`src/rtl/dec_pkg.sv`:
```
package dec_pkg;

  typedef enum logic [3:0] {
    OP_NOP  = 4'h0, OP_ANDI = 4'h1, OP_ADDI = 4'h2, OP_SUBI = 4'h3,
    OP_ORI  = 4'h4, OP_LW   = 4'h5, OP_SW   = 4'h6, OP_MOV  = 4'h7,
    OP_MOVI = 4'h8, OP_BEQ  = 4'h9, OP_BNE  = 4'hA, OP_BA   = 4'hB,
    OP_MOVY = 4'hC, OP_ALU  = 4'hD, OP_MUL  = 4'hE, OP_MULI = 4'hF
  } op_e;

  localparam logic [3:0] FN_ADD = 4'h0;
  localparam logic [3:0] FN_SUB = 4'h1;
  localparam logic [3:0] FN_CMP = 4'h4;
  localparam logic [3:0] FN_AND = 4'h5;
  localparam logic [3:0] FN_OR  = 4'h6;
  localparam logic [3:0] FN_MAX = 4'hC;

  typedef enum logic [1:0] {OPB_REG = 2'b00, OPB_IMM = 2'b01, OPB_ZERO = 2'b10} opb_e;
  typedef enum logic [1:0] {WB_ALU = 2'b00, WB_MEM = 2'b01, WB_MUL = 2'b10, WB_Y = 2'b11} wb_e;

  typedef struct packed {
    logic       reg_we;
    logic       flags_we;
    logic       mem_rd;
    logic       mem_wr;
    logic       mul_sel;
    logic       opa_zero;
    opb_e       opb;
    wb_e        wb;
    logic [3:0] alu_fn;
    logic       dst_hi;
  } ctrl_t;

endpackage

```
`src/rtl/dec_fields.sv`:
```
module dec_fields #(
  parameter int IW   = 16,
  parameter int XLEN = 16,
  parameter int OPW  = 4,
  parameter int RAW  = 4,
  parameter int IMMW = 8,
  parameter int FNW  = 4,
  parameter int TGTW = 12
) (
  input  logic [IW-1:0]   instr,
  output logic [OPW-1:0]  opcode,
  output logic [RAW-1:0]  fld_hi,
  output logic [RAW-1:0]  fld_lo,
  output logic [FNW-1:0]  func,
  output logic [XLEN-1:0] imm_ext,
  output logic [XLEN-1:0] tgt_ext
);
  localparam int OP_LSB = IW - OPW;
  localparam int HI_LSB = OP_LSB - RAW;
  localparam int LO_LSB = HI_LSB - RAW;

  assign opcode = instr[IW-1:OP_LSB];
  assign fld_hi = instr[OP_LSB-1:HI_LSB];
  assign fld_lo = instr[HI_LSB-1:LO_LSB];
  assign func   = instr[FNW-1:0];

  generate
    if (XLEN > IMMW) begin : g_sext
      assign imm_ext = {{(XLEN-IMMW){instr[IMMW-1]}}, instr[IMMW-1:0]};
    end else begin : g_trunc
      assign imm_ext = instr[XLEN-1:0];
    end
    if (XLEN > TGTW) begin : g_zext
      assign tgt_ext = {{(XLEN-TGTW){1'b0}}, instr[TGTW-1:0]};
    end else begin : g_tgt_trunc
      assign tgt_ext = instr[XLEN-1:0];
    end
  endgenerate
endmodule

```
`src/rtl/dec_ctrl.sv`:
```
module dec_ctrl
  import dec_pkg::*;
(
  input  logic [3:0] opcode,
  input  logic [3:0] func,
  output ctrl_t      ctrl
);
  always_comb begin
    ctrl        = '0;
    ctrl.dst_hi = 1'b1;
    case (op_e'(opcode))
      OP_ANDI: begin
        ctrl.reg_we = 1'b1; ctrl.flags_we = 1'b1; ctrl.opb = OPB_IMM; ctrl.alu_fn = FN_AND;
      end
      OP_ADDI: begin
        ctrl.reg_we = 1'b1; ctrl.flags_we = 1'b1; ctrl.opb = OPB_IMM; ctrl.alu_fn = FN_ADD;
      end
      OP_SUBI: begin
        ctrl.reg_we = 1'b1; ctrl.flags_we = 1'b1; ctrl.opb = OPB_IMM; ctrl.alu_fn = FN_SUB;
      end
      OP_ORI: begin
        ctrl.reg_we = 1'b1; ctrl.flags_we = 1'b1; ctrl.opb = OPB_IMM; ctrl.alu_fn = FN_OR;
      end
      OP_LW: begin
        ctrl.dst_hi = 1'b0; ctrl.mem_rd = 1'b1; ctrl.reg_we = 1'b1;
        ctrl.wb = WB_MEM; ctrl.opb = OPB_ZERO; ctrl.alu_fn = FN_ADD;
      end
      OP_SW: begin
        ctrl.dst_hi = 1'b0; ctrl.mem_wr = 1'b1; ctrl.opb = OPB_ZERO; ctrl.alu_fn = FN_ADD;
      end
      OP_MOV: begin
        ctrl.dst_hi = 1'b0; ctrl.reg_we = 1'b1; ctrl.opb = OPB_ZERO; ctrl.alu_fn = FN_ADD;
      end
      OP_MOVI: begin
        ctrl.reg_we = 1'b1; ctrl.opa_zero = 1'b1; ctrl.opb = OPB_IMM; ctrl.alu_fn = FN_ADD;
      end
      OP_MOVY: begin
        ctrl.reg_we = 1'b1; ctrl.wb = WB_Y;
      end
      OP_ALU: begin
        ctrl.dst_hi = 1'b0;
        ctrl.alu_fn = func;
        if (func <= FN_MAX) begin
          ctrl.flags_we = 1'b1;
          ctrl.reg_we   = (func != FN_CMP);
        end
      end
      OP_MUL: begin
        ctrl.dst_hi = 1'b0; ctrl.mul_sel = 1'b1; ctrl.reg_we = 1'b1; ctrl.wb = WB_MUL;
      end
      OP_MULI: begin
        ctrl.mul_sel = 1'b1; ctrl.reg_we = 1'b1; ctrl.wb = WB_MUL; ctrl.opb = OPB_IMM;
      end
      default: ;
    endcase
  end
endmodule

```
`src/rtl/dec_branch.sv`:
```
module dec_branch
  import dec_pkg::*;
#(
  parameter int XLEN    = 16,
  parameter int PC_STEP = 2
) (
  input  logic [3:0]      opcode,
  input  logic            zero_flag,
  input  logic [XLEN-1:0] tgt_ext,
  input  logic [XLEN-1:0] pc_cur,
  output logic            taken,
  output logic [XLEN-1:0] pc_nxt
);
  localparam logic [XLEN-1:0] STEP = XLEN'(PC_STEP);

  always_comb begin
    case (op_e'(opcode))
      OP_BEQ:  taken = zero_flag;
      OP_BNE:  taken = ~zero_flag;
      OP_BA:   taken = 1'b1;
      default: taken = 1'b0;
    endcase
  end

  assign pc_nxt = taken ? tgt_ext : (pc_cur + STEP);
endmodule

```
`src/rtl/dec_branch_top.sv`:
```
module dec_branch_top
  import dec_pkg::*;
#(
  parameter int XLEN             = 16,
  parameter int RAW              = 4,
  parameter int IMMW             = 8,
  parameter int TGTW             = 12,
  parameter int PC_STEP          = 2,
  parameter logic [15:0] RESET_PC = 16'h0000
) (
  input  logic            clk,
  input  logic            rst,
  input  logic [15:0]     instr,
  input  logic            zero_flag,
  output logic [XLEN-1:0] pc_q,
  output logic [XLEN-1:0] pc_next,
  output logic [RAW-1:0]  ra_addr,
  output logic [RAW-1:0]  rb_addr,
  output logic [RAW-1:0]  rd_addr,
  output logic            reg_we,
  output logic            flags_we,
  output logic [XLEN-1:0] imm_ext,
  output logic [3:0]      alu_fn,
  output logic            opa_zero,
  output logic [1:0]      opb_sel,
  output logic [1:0]      wb_sel,
  output logic            mem_rd,
  output logic            mem_wr,
  output logic            mul_sel,
  output logic            br_taken
);
  localparam int IW  = 16;
  localparam int OPW = 4;
  localparam int FNW = 4;

  logic [OPW-1:0]  opcode;
  logic [RAW-1:0]  fld_hi, fld_lo;
  logic [FNW-1:0]  func;
  logic [XLEN-1:0] tgt_ext;
  ctrl_t           ctrl;

  dec_fields #(
    .IW(IW), .XLEN(XLEN), .OPW(OPW), .RAW(RAW), .IMMW(IMMW), .FNW(FNW), .TGTW(TGTW)
  ) u_fields (
    .instr(instr), .opcode(opcode), .fld_hi(fld_hi), .fld_lo(fld_lo),
    .func(func), .imm_ext(imm_ext), .tgt_ext(tgt_ext)
  );

  dec_ctrl u_ctrl (.opcode(opcode), .func(func), .ctrl(ctrl));

  dec_branch #(.XLEN(XLEN), .PC_STEP(PC_STEP)) u_branch (
    .opcode(opcode), .zero_flag(zero_flag), .tgt_ext(tgt_ext),
    .pc_cur(pc_q), .taken(br_taken), .pc_nxt(pc_next)
  );

  always_ff @(posedge clk) begin
    if (rst) pc_q <= XLEN'(RESET_PC);
    else     pc_q <= pc_next;
  end

  assign ra_addr  = fld_hi;
  assign rb_addr  = fld_lo;
  assign rd_addr  = ctrl.dst_hi ? fld_hi : fld_lo;
  assign reg_we   = ctrl.reg_we;
  assign flags_we = ctrl.flags_we;
  assign alu_fn   = ctrl.alu_fn;
  assign opa_zero = ctrl.opa_zero;
  assign opb_sel  = ctrl.opb;
  assign wb_sel   = ctrl.wb;
  assign mem_rd   = ctrl.mem_rd;
  assign mem_wr   = ctrl.mem_wr;
  assign mul_sel  = ctrl.mul_sel;

  // PC register checks
  a_r9_reset_pc: assert property (@(posedge clk) rst |=> pc_q == XLEN'(RESET_PC));
  a_r6_pc_step: assert property (@(posedge clk) disable iff (rst)
    !br_taken |=> pc_q == $past(pc_q) + XLEN'(PC_STEP));
  a_r7_branch_load: assert property (@(posedge clk) disable iff (rst)
    br_taken |=> pc_q == XLEN'($past(instr[TGTW-1:0])));

  // Control decode checks
  a_r4_store_no_write: assert property (@(posedge clk) disable iff (rst)
    mem_wr |-> !reg_we && !mem_rd);
  a_r5_branch_quiet: assert property (@(posedge clk) disable iff (rst)
    br_taken |-> !reg_we && !flags_we && !mem_rd && !mem_wr && !mul_sel);
  a_r3_cmp_flags_only: assert property (@(posedge clk) disable iff (rst)
    (instr[15:12] == 4'hD && instr[3:0] == 4'h4) |-> flags_we && !reg_we);
  a_r8_branch_opcode: assert property (@(posedge clk) disable iff (rst)
    br_taken |-> (instr[15:12] == 4'h9 || instr[15:12] == 4'hA || instr[15:12] == 4'hB));
endmodule

```
`config.mk`:
```
export PLATFORM = sky130hd
export DESIGN_NAME = dec_branch_top
export DESIGN_NICKNAME = d
export VERILOG_FILES = /design/src/rtl/dec_pkg.sv /design/src/rtl/dec_fields.sv /design/src/rtl/dec_ctrl.sv /design/src/rtl/dec_branch.sv /design/src/rtl/dec_branch_top.sv
export SDC_FILE = /design/constraint.sdc
export NUM_CORES = 1
export LEC_CHECK = 0
export ABC_CLOCK_PERIOD_IN_PS = 2600
export BUFFER_PORTS_ARGS = -buffer_cell sky130_fd_sc_hd__buf_2
export CAP_MARGIN = 20
export CELL_PAD_IN_SITES_DETAIL_PLACEMENT = 0
export CELL_PAD_IN_SITES_GLOBAL_PLACEMENT = 1
export CORE_MARGIN = 8
export CORE_UTILIZATION = 29
export DETAILED_ROUTE_END_ITERATION = 16
export PLACE_DENSITY = 0.81
export SLEW_MARGIN = 20
export SYNTH_ARGS = -nofsm -noshare
export SYNTH_HDL_FRONTEND = slang
export SYNTH_SLANG_ARGS = --single-unit
```
`constraint.sdc`:
```
create_clock -name clk -period 2.6 [get_ports clk]
set_clock_uncertainty 0.2 [all_clocks]
set_input_delay 0 -clock clk [delete_from_list [all_inputs] [get_ports clk]]
set_output_delay 0 -clock clk [all_outputs]
set_load 0.01 [all_outputs]
```
==> metrics.csv <==
stage;metric;value;unit
timing;whs;74.70;ps
floorplan;io_pins;94;
timing;worst_pin_slew;429.9;ps
clock_network;numCtsBuffers;3;
final_layout;fill_cells;498;
worst_hold_path;min_path_type;input pin to primary output;
timing;timing.fmax;448.8;MHz
synthesis;yosys-top-cells-count;24 x buf_4, 24 x nor2_1, 16 x a21oi_1, 16 x dfxtp_1, 9 x a211oi_1;
clock_network;cts_resized;0;
global_route;grt_pass1_wl;7362;um
timing;finalSetupTns;0;ps
synthesis;synth-xor-area-share;0.07771;
synthesis;synth_top_family_by_area;simple AND/OR/NAND/NOR gates;
floorplan;num_rows;25;
route;drt_first_pass_iters;4;
timing;setup_viol;0;
worst_setup_path;critPathRequiredTime;2400;ps
synthesis;synth_area_leaders;dfxtp_1 24%, buf_4 13%, nor2_1 6.7%, a21oi_1 5.9%, mux2_2 5.8%;
synthesis;synthAdderAreaFrac;0.009251;
clock_network;root_buffer;clkbuf_8;
power;power_leakage;0.9132;nW
route;post_drt_wl_per_cell;14.72;um
synthesis;syn_inst;181;
synthesis;synth_mux_area_frac;0.05828;
synthesis;synth_largest_area_cell;dfxtp_1;
power;power_density;388.0;nW/um2
floorplan;die_x;84.30;um
worst_setup_path;critPathMaxStageDelay;450;ps
worst_setup_path;start_kind;flop;
synthesis;syn-num-nets;201;
clock_network;clock_latency;250;ps
global_route;grt_util_all_layers;0.1225;
outcome;status;complete, no violations;
synthesis;synth_edf_count;0;
route;drc;0;
route;drt-initial-drc-count;49;
timing;slew_headroom;0.7121;
route;via_count;1498;
place;io_buffers;93;
worst_setup_path;crit_fanout;7;
synthesis;synth_warnings;0;
route;routed_wl;4592;um
timing;drv_slew;0;
final_layout;regMostFlops;pc_q;
final_layout;largest_reg_flops;16;
floorplan;core_region_area;4598;um2
global_route;antenna_found_initial;0;
place;gp_congestion;0.8099;
synthesis;synth-main-ff-cell;dfxtp_1;
timing;post-route-period-util;0.8570;
clock_network;htreeDepth;1;
synthesis;syn_area;1353;um2
clock_network;cts_num_sinks;16;
synthesis;synth-simple-area-share;0.2683;
synthesis;synth_top_area_frac;0.2368;
power;max-vdd-ir-drop;159.5;uV
synthesis;seq_area_frac_synth;0.2368;
global_route;overflow;0;
timing;rsz0062_at_grt;false;
clock_network;cts_buffer_depth;2;
route;vias_per_cell;4.801;
final_layout;reg_top3;pc_q (16);
floorplan;dieArea;7106;um2
worst_setup_path;crit_chain;ha_1 > and3_1 > nand3_1 > or3b_1 > a21oi_1 > buf_2;
clock_network;cts_tree;built;
worst_setup_path;crit_path_top_delay_cell;dfxtp_1;
floorplan;start_util;0.2941;
flow_run;maxCapViolCount;0;
global_route;grt_max_degree;24;
final_layout;final_util;0.4011;
synthesis;ys_types;36;
final_layout;layout-drive-gt1-share;0.4264;
global_route;grt_pass1_vias;1570;
floorplan;die_h;84.30;um
worst_setup_path;end_kind;primary output;
worst_setup_path;crit_arrival;2030;ps
synthesis;synth-seq-cells;16;
synthesis;synth_compound_area_frac;0.1785;
synthesis;synth_async_sr_flop_share;0;
final_layout;antenna_cells;0;
timing;finalHoldViolations;0;
route;ant_nets;0;
place;dp_hpwl;3617;um
timing;finalCriticalPeriod;2228;ps
clock_network;path_clk_slew;60;ps
synthesis;syn_area_per_cell;7.473;um2
final_layout;area_growth;36.36;%
final_layout;nNetsFinal;280;
worst_setup_path;worstSetupPathType;flop to primary output;
-- final cells by class --
type | instances | area [um2] | share of cell area
clock buffers | 3 | 41.29 | 0.02239
inverters | 3 | 11.26 | 0.006106
multi-input cells | 129 | 800.8 | 0.4342
flip-flops and latches | 16 | 320.3 | 0.1737
well taps | 54 | 67.56 | 0.03663
repair buffers | 107 | 603.1 | 0.3270
-- routing by layer --
metal	up-vias	wire, um	global-route usage
li1	771	-	-
met1	673	2056	0.1369
met2	50	2133	0.2068
met3	4	358	0.04840
met4	0	44	0.03768
met5	-	0	0
-- worst paths after layout --
kind	slack (ps)	from	cells past startpoint	endpoint
worst max-delay path	370	pc_q[1]	6	pc_next[15]
worst min-delay path	70	instr[2]	2	imm_ext[2]
worst max register to register	640	pc_q[1]	4	pc_q[2]
worst min register to register	320	pc_q[15]	2	pc_q[15]
-- cells by family (layout without fill, tap and decap cells) --
logic type      after synthesis  count (layout)
mux                           7               7
fa+ha+maj                     1               1
simple gates                 71              71
compound gates               38              38
buf+inv                      36             113
xor+xnor                     12              12
flops                        16              16
-- where the power goes --
part	internal (mW)	total, mW	leakage, nW	switching, mW
sequential	0.258	0.277	0.131	0.0182
clock	0.103	0.188	0.0216	0.0851
combinational	0.114	0.251	0.761	0.137
-- critical path: cells and delay by family (launching register included) --
family | cells | cell delay [ps]
compound gates | 1 | 150
fa+ha+maj | 1 | 240
buf+inv | 1 | 150
flops | 1 | 450
simple gates | 3 | 790
-- layout by cell type, fill, tap and decap left out, drive strengths merged, types with 2 or more instances in the layout --
master       count
nor4             2
nand4            6
xnor2            5
mux2             7
inv              3
nor2            24
xor2             7
and4             2
dfxtp           16
nand2            9
or2              3
nand3            8
clkbuf           3
nand2b           3
a211oi           9
dlygate4sd3     13
a21boi           2
buf             94
nor3             3
and3             6
nor2b            3
o21ai            4
a21oi           16
-- through the flow --
stage	instances	area (um2)	power (mW)	worst slack [ps]
2_1_floorplan	181	1353	0.4331	757.3
3_3_place_gp	296	1673	0.5199	726.1
3_5_place_dp	296	1673	0.5203	659.2
4_1_cts	312	1844	0.7256	378.6
5_1_grt	312	1844	0.7567	259.7
6_report	312	1844	0.7155	371.8
-- repair_timing --
action	4_1_cts	5_1_grt
hold buffers	13	0
endpoints found under the hold margin	12	0
buffers inserted	0	0
Note: power is estimated with default switching activity, not from simulation.
